==> src/rtl/tsadc_link_pkg.sv <==
package tsadc_link_pkg;
    typedef enum logic [2:0] {
        ST_IDLE,
        ST_CMD,
        ST_BUSYW,
        ST_CONV,
        ST_TAIL,
        ST_GAP
    } link_state_e;
endpackage

==> src/rtl/tsadc_link_clkgen.sv <==
module tsadc_link_clkgen #(
    parameter int HALF_DIV = 25
) (
    input  logic clk,
    input  logic rst_n,
    input  logic run,
    output logic dclk,
    output logic rise_tick,
    output logic fall_tick
);
    localparam int CW = (HALF_DIV > 1) ? $clog2(HALF_DIV) : 1;

    typedef struct packed {
        logic [CW-1:0] cnt;
        logic          lvl;
    } clk_st_t;

    clk_st_t cur_q, nxt_d;
    logic    wrap;

    always_comb begin
        nxt_d = cur_q;
        wrap  = (cur_q.cnt == CW'(HALF_DIV - 1));
        if (!run) begin
            nxt_d = '0;
        end else if (wrap) begin
            nxt_d.cnt = '0;
            nxt_d.lvl = !cur_q.lvl;
        end else begin
            nxt_d.cnt = cur_q.cnt + 1'b1;
        end
    end

    always_ff @(posedge clk or negedge rst_n) begin
        if (!rst_n) cur_q <= '0;
        else        cur_q <= nxt_d;
    end

    // Ticks mark the cycle whose closing edge flips dclk.
    assign rise_tick = run && wrap && !cur_q.lvl;
    assign fall_tick = run && wrap && cur_q.lvl;
    assign dclk      = cur_q.lvl;
endmodule

==> src/rtl/tsadc_link_shift.sv <==
module tsadc_link_shift #(
    parameter int CMD_W = 8,
    parameter int RES_W = 12
) (
    input  logic             clk,
    input  logic             rst_n,
    input  logic             load,
    input  logic [CMD_W-1:0] load_word,
    input  logic             tx_shift,
    input  logic             rx_clear,
    input  logic             rx_en,
    input  logic             rx_bit,
    output logic             tx_bit,
    output logic [RES_W-1:0] rx_word
);
    typedef struct packed {
        logic [CMD_W-1:0] tx;
        logic [RES_W-1:0] rx;
    } sh_st_t;

    sh_st_t cur_q, nxt_d;

    always_comb begin
        nxt_d = cur_q;
        if (load)          nxt_d.tx = load_word;
        else if (tx_shift) nxt_d.tx = {cur_q.tx[CMD_W-2:0], 1'b0};
        if (rx_clear)      nxt_d.rx = '0;
        else if (rx_en)    nxt_d.rx = {cur_q.rx[RES_W-2:0], rx_bit};
    end

    always_ff @(posedge clk or negedge rst_n) begin
        if (!rst_n) cur_q <= '0;
        else        cur_q <= nxt_d;
    end

    assign tx_bit  = cur_q.tx[CMD_W-1];
    assign rx_word = cur_q.rx;
endmodule

==> src/rtl/tsadc_link_ctrl.sv <==
module tsadc_link_ctrl
    import tsadc_link_pkg::*;
#(
    parameter int SYS_CLK_HZ   = 100_000_000,
    parameter int HALF_DIV     = 25,
    parameter int CMD_W        = 8,
    parameter int RES_W        = 12,
    parameter int LOW_RES_W    = 8,
    parameter int CONV_PERIODS = 12,
    parameter int BUSY_WAIT    = 4,
    parameter int MODE_BIT     = 3
) (
    input  logic             clk,
    input  logic             rst_n,
    input  logic             req_valid,
    output logic             req_ready,
    input  logic [CMD_W-2:0] req_cmd,
    output logic             res_valid,
    output logic [RES_W-1:0] res_data,
    output logic             cs_n,
    output logic             dclk,
    output logic             din,
    input  logic             dout,
    input  logic             busy
);
    localparam int GAP_CYC = 2 * HALF_DIV;
    localparam int DCLK_HZ = SYS_CLK_HZ / (2 * HALF_DIV);
    localparam int M1      = (CMD_W > CONV_PERIODS) ? CMD_W : CONV_PERIODS;
    localparam int M2      = (M1 > BUSY_WAIT) ? M1 : BUSY_WAIT;
    localparam int CNT_MAX = (M2 > GAP_CYC) ? M2 : GAP_CYC;
    localparam int CNT_W   = $clog2(CNT_MAX + 1);

    generate
        if (DCLK_HZ > 2_000_000 || DCLK_HZ < 10_000) begin : g_rate_bad
            $error("serial clock rate outside 10 kHz .. 2 MHz");
        end
        if (RES_W > CONV_PERIODS || LOW_RES_W > RES_W) begin : g_width_bad
            $error("result width exceeds conversion periods");
        end
    endgenerate

    typedef struct packed {
        link_state_e      state;
        logic [CNT_W-1:0] cnt;
        logic             cs_n;
        logic             mode8;
        logic             done;
    } ctl_t;

    localparam ctl_t CTL_RST = '{state: ST_IDLE, cnt: '0, cs_n: 1'b1,
                                 mode8: 1'b0, done: 1'b0};

    ctl_t cur_q, nxt_d;
    logic run_clk, rise_tick, fall_tick;
    logic load, tx_shift, rx_clear, rx_en;
    logic [CNT_W-1:0] nbits;
    logic mode8_q;

    always_comb begin
        nxt_d    = cur_q;
        nxt_d.done = 1'b0;
        load     = 1'b0;
        tx_shift = 1'b0;
        rx_clear = 1'b0;
        rx_en    = 1'b0;
        run_clk  = (cur_q.state == ST_CMD) || (cur_q.state == ST_BUSYW) ||
                   (cur_q.state == ST_CONV) || (cur_q.state == ST_TAIL);
        nbits    = cur_q.mode8 ? CNT_W'(LOW_RES_W) : CNT_W'(RES_W);
        case (cur_q.state)
            ST_IDLE: begin
                if (req_valid) begin
                    nxt_d.state = ST_CMD;
                    nxt_d.cs_n  = 1'b0;
                    nxt_d.cnt   = '0;
                    nxt_d.mode8 = req_cmd[MODE_BIT];
                    load        = 1'b1;
                    rx_clear    = 1'b1;
                end
            end
            ST_CMD: begin
                if (fall_tick) begin
                    tx_shift = 1'b1;
                    if (cur_q.cnt == CNT_W'(CMD_W - 1)) begin
                        nxt_d.state = ST_BUSYW;
                        nxt_d.cnt   = '0;
                    end else begin
                        nxt_d.cnt = cur_q.cnt + 1'b1;
                    end
                end
            end
            ST_BUSYW: begin
                if (rise_tick) begin
                    if (busy || cur_q.cnt == CNT_W'(BUSY_WAIT - 1)) begin
                        nxt_d.state = ST_CONV;
                        nxt_d.cnt   = '0;
                    end else begin
                        nxt_d.cnt = cur_q.cnt + 1'b1;
                    end
                end
            end
            ST_CONV: begin
                if (rise_tick) begin
                    rx_en = (cur_q.cnt < nbits);
                    if (cur_q.cnt == CNT_W'(CONV_PERIODS - 1)) begin
                        nxt_d.state = ST_TAIL;
                        nxt_d.cnt   = '0;
                    end else begin
                        nxt_d.cnt = cur_q.cnt + 1'b1;
                    end
                end
            end
            ST_TAIL: begin
                if (fall_tick) begin
                    nxt_d.state = ST_GAP;
                    nxt_d.cs_n  = 1'b1;
                    nxt_d.done  = 1'b1;
                    nxt_d.cnt   = '0;
                end
            end
            ST_GAP: begin
                if (cur_q.cnt == CNT_W'(GAP_CYC - 1)) begin
                    nxt_d.state = ST_IDLE;
                    nxt_d.cnt   = '0;
                end else begin
                    nxt_d.cnt = cur_q.cnt + 1'b1;
                end
            end
            default: nxt_d = CTL_RST;
        endcase
    end

    always_ff @(posedge clk or negedge rst_n) begin
        if (!rst_n) cur_q <= CTL_RST;
        else        cur_q <= nxt_d;
    end

    tsadc_link_clkgen #(.HALF_DIV(HALF_DIV)) u_clkgen (
        .clk       (clk),
        .rst_n     (rst_n),
        .run       (run_clk),
        .dclk      (dclk),
        .rise_tick (rise_tick),
        .fall_tick (fall_tick)
    );

    tsadc_link_shift #(.CMD_W(CMD_W), .RES_W(RES_W)) u_shift (
        .clk       (clk),
        .rst_n     (rst_n),
        .load      (load),
        .load_word ({1'b1, req_cmd}),
        .tx_shift  (tx_shift),
        .rx_clear  (rx_clear),
        .rx_en     (rx_en),
        .rx_bit    (dout),
        .tx_bit    (din),
        .rx_word   (res_data)
    );

    assign req_ready = (cur_q.state == ST_IDLE);
    assign res_valid = cur_q.done;
    assign cs_n      = cur_q.cs_n;
    assign mode8_q   = cur_q.mode8;
endmodule

==> config.mk <==
export PLATFORM = sky130hd
export DESIGN_NAME = tsadc_link_ctrl
export DESIGN_NICKNAME = d
export VERILOG_FILES = /design/src/rtl/tsadc_link_pkg.sv /design/src/rtl/tsadc_link_clkgen.sv /design/src/rtl/tsadc_link_shift.sv /design/src/rtl/tsadc_link_ctrl.sv
export SDC_FILE = /design/constraint.sdc
export NUM_CORES = 1
export LEC_CHECK = 0
export CAP_MARGIN = 0
export CORE_ASPECT_RATIO = 1.2
export CORE_MARGIN = 2
export CORE_UTILIZATION = 42
export DETAILED_ROUTE_END_ITERATION = 8
export GPL_TIMING_DRIVEN = 0
export HOLD_SLACK_MARGIN = 0.03
export PLACE_DENSITY = 0.66
export SLEW_MARGIN = 20
export SYNTH_ARGS = -nofsm -noshare
export SYNTH_HDL_FRONTEND = slang
export SYNTH_SLANG_ARGS = --single-unit
==> constraint.sdc <==
create_clock -name clk -period 2.85 [get_ports clk]
set_input_delay 0.285 -clock clk [delete_from_list [all_inputs] [get_ports clk]]
set_output_delay 0.285 -clock clk [all_outputs]
set_load 0.02 [all_outputs]
==> results_dict.tcl <==
set metrics [dict create \
    placed_area_um2 2419 \
    areaGrowthSynthToFinish_pct 23.51 \
    crit_path_start_kind "flop" \
    yosys.cell_types.count 46 \
    synth-edff-count 0 \
    period_minus_slack_ps 2056 \
    drtPass1Iterations 4 \
    path_max_fanout 10 \
    dp_cells 290 \
    grt-ovfl-total 0 \
    cp.required_ps 2570 \
    antenna_found_initial 0 \
    place_ws_ps 544.6 \
    final-instance-count-excl-fill 299 \
    finalWirelength_mm 3.803 \
    syn_area_um2 2043 \
    max_slew_margin_pct 61.18 \
    drv_slew 0 \
    final_cell_mix "dfrtp_1, clkdlybuf4s50_1, nor2_1" \
    post_drt_wl_per_cell_um 12.72 \
    drcViolationCount 0 \
    clk_pin_slew_ps 80 \
    grt_pass1_wl_mm 6.382 \
    timing.rr.end "u_shift.rx_word[1]" \
    drtIter0Drc 118 \
    netlist_instances 203 \
    nets 256 \
    critPathKind "reg -> out" \
    worstHoldStart "u_shift.cur_q[13]" \
    synth_nets 219 \
    clock_latency_ps 290 \
    layout_commonest_cell "dfrtp_1" \
    period_share_pct 72.15 \
    ys_seq_elements 38 \
    numCtsBuffers 5 \
    leakage_nw 1.070 \
    fin_ws_ps 793.7 \
    syn_avg_cell_area_um2 10.07 \
    coreArea_um2 4628 \
    cts_tree "built" \
    final_util_pct 54.53 \
    vias 1506 \
    grt_max_degree 21 \
    ir_worst_vdd_mv 0.2499 \
    grt_pass1_vias 1389 \
    grtUsageTotal_pct 15.69 \
    setup_viol 0 \
    holdPathStages 2 \
    io_pins 29 \
    fmax_ghz 0.4863 \
    hold_class "reg -> reg" \
    rrSetupSlack_ps 840 \
    cts-htree-levels 2 \
    cp-end-kind "output port" \
    io_buffers 28 \
    ant_nets 0 \
    pwr_density_cell_nw_per_um2 409.9 \
    hold_violations 0 \
    via_per_inst 5.037 \
    die_area_um2 5441 \
    maxCapViolCount 0 \
    gp_congestion 0.7294 \
    cts_num_sinks 38 \
    cts_resized 0 \
    antenna-diode-count 0 \
    rsz0062_at_grt "no" \
    yosysSeqAreaShare_pct 46.60 \
    worstRegToRegCells 4 \
    finalPower_mw 1.034 \
    postCtsSetupRepairBufs 0 \
    clk_path_buf_depth 2 \
    die_h_um 80.41 \
    ys_async_sr_fraction_pct 100.0 \
    synth_flop_cell "dfrtp_1" \
    tightest_slew_ps 574.3 \
    rr_startpoint "cur_q[9]" \
    clock-root-buffer "clkbuf_8" \
    design_area_um2 2524 \
    finalClockSkew_ps 7.642 \
    yosysWarningCount 0 \
    die_w_um 67.67 \
    fin_tns_setup_ps 0 \
    holdWs_ps 481.7 \
    holdPathEnd "u_shift.cur_q[13]" \
    arrival_ps 1770 \
    initial_core_util_pct 44.15 \
    status "finished clean" \
    drive_gt1_share_pct 15.77 \
    row_count 27 \
    hpwl_mm 2.756 \
]
## synthesized netlist by cell type, types with 3 or more instances
cell / number / area share, %
xor2_1: 3 / 1.3
inv_1: 7 / 1.3
o21ai_1: 9 / 2.2
o21a_1: 3 / 1.1
mux2i_1: 19 / 9.3
nand4_1: 3 / 0.92
a21oi_1: 6 / 1.5
nand2_1: 17 / 3.1
and2_1: 3 / 0.92
nor3_1: 3 / 0.73
o21ai_0: 7 / 1.7
buf_4: 14 / 5.1
dfrtp_1: 37 / 45
nand3_1: 5 / 1.2
ha_1: 4 / 2.4
nor2_1: 24 / 4.4
buf_2: 3 / 0.73
## sequential cells by signal, summed over array words and instances (netlist names)
signal           flops
u_shift.rx_word     12
cur_q                9
u_shift.cur_q        7
u_clkgen.cur_q       5
cs_n                 1
mode8_q              1
res_valid            1
u_clkgen.dclk        1
u_shift.tx_bit       1
## what timing repair did
| action | in CTS | in global routing |
|---|---|---|
| hold buffers | 1 | 0 |
| endpoints found under the hold margin | 18 | 0 |
| endpoints found under the setup margin | 0 | 0 |
## kinds of logic after synthesis
kind of cell	after synthesis	share of synthesized area [%]
compound gates	37	12.43
simple gates	71	17.64
buf+inv	29	9.431
xor+xnor	5	2.144
fa+ha+maj	4	2.450
mux	19	9.308
flops	38	46.60
## final cells by class
class / instances / area, um2
buffer: 22 / 166.4
tap: 58 / 72.57
timing repair buffer: 30 / 312.8
clock buffer: 6 / 82.58
clock inverter: 2 / 12.51
sequential: 38 / 952.2
fill: 437 / 2105
inverter: 7 / 26.28
multi-input combinational: 136 / 898.4
## per-layer routing
metal	track usage (%)	routed length, um	up-vias
li1	-	-	761
met1	20.90	1761	719
met2	23.63	1823	20
met3	4.342	150	6
met4	6.735	66	0
met5	0	0	-
## how the worst max path moves through the flow
stage,from,end,slack [ps]
after floorplan,cur_q[3],cur_q[9],1070
after global placement,rst_n,u_shift.cur_q[16],510
after detailed placement,req_valid,u_shift.rx_word[7],540
after CTS,cur_q[9],req_ready,770
after global routing,u_clkgen.cur_q[1],u_shift.cur_q[14],580
final,cur_q[9],req_ready,790
## power by group
| part | internal (mW) | total [mW] | leakage [nW] | switching, mW |
|---|---|---|---|---|
| combinational | 0.0491 | 0.0866 | 0.577 | 0.0375 |
| clock | 0.194 | 0.386 | 0.0472 | 0.191 |
| sequential | 0.553 | 0.562 | 0.446 | 0.00937 |
| total | 0.796 | 1.03 | 1.07 | 0.238 |
## critical path, stage by stage, from the launching register on
cell and delay [ps]:
dfrtp_1 450, clkbuf_8 200, nor3_1 190, clkdlybuf4s50_1 630
(Power assumes the default switching activity.)
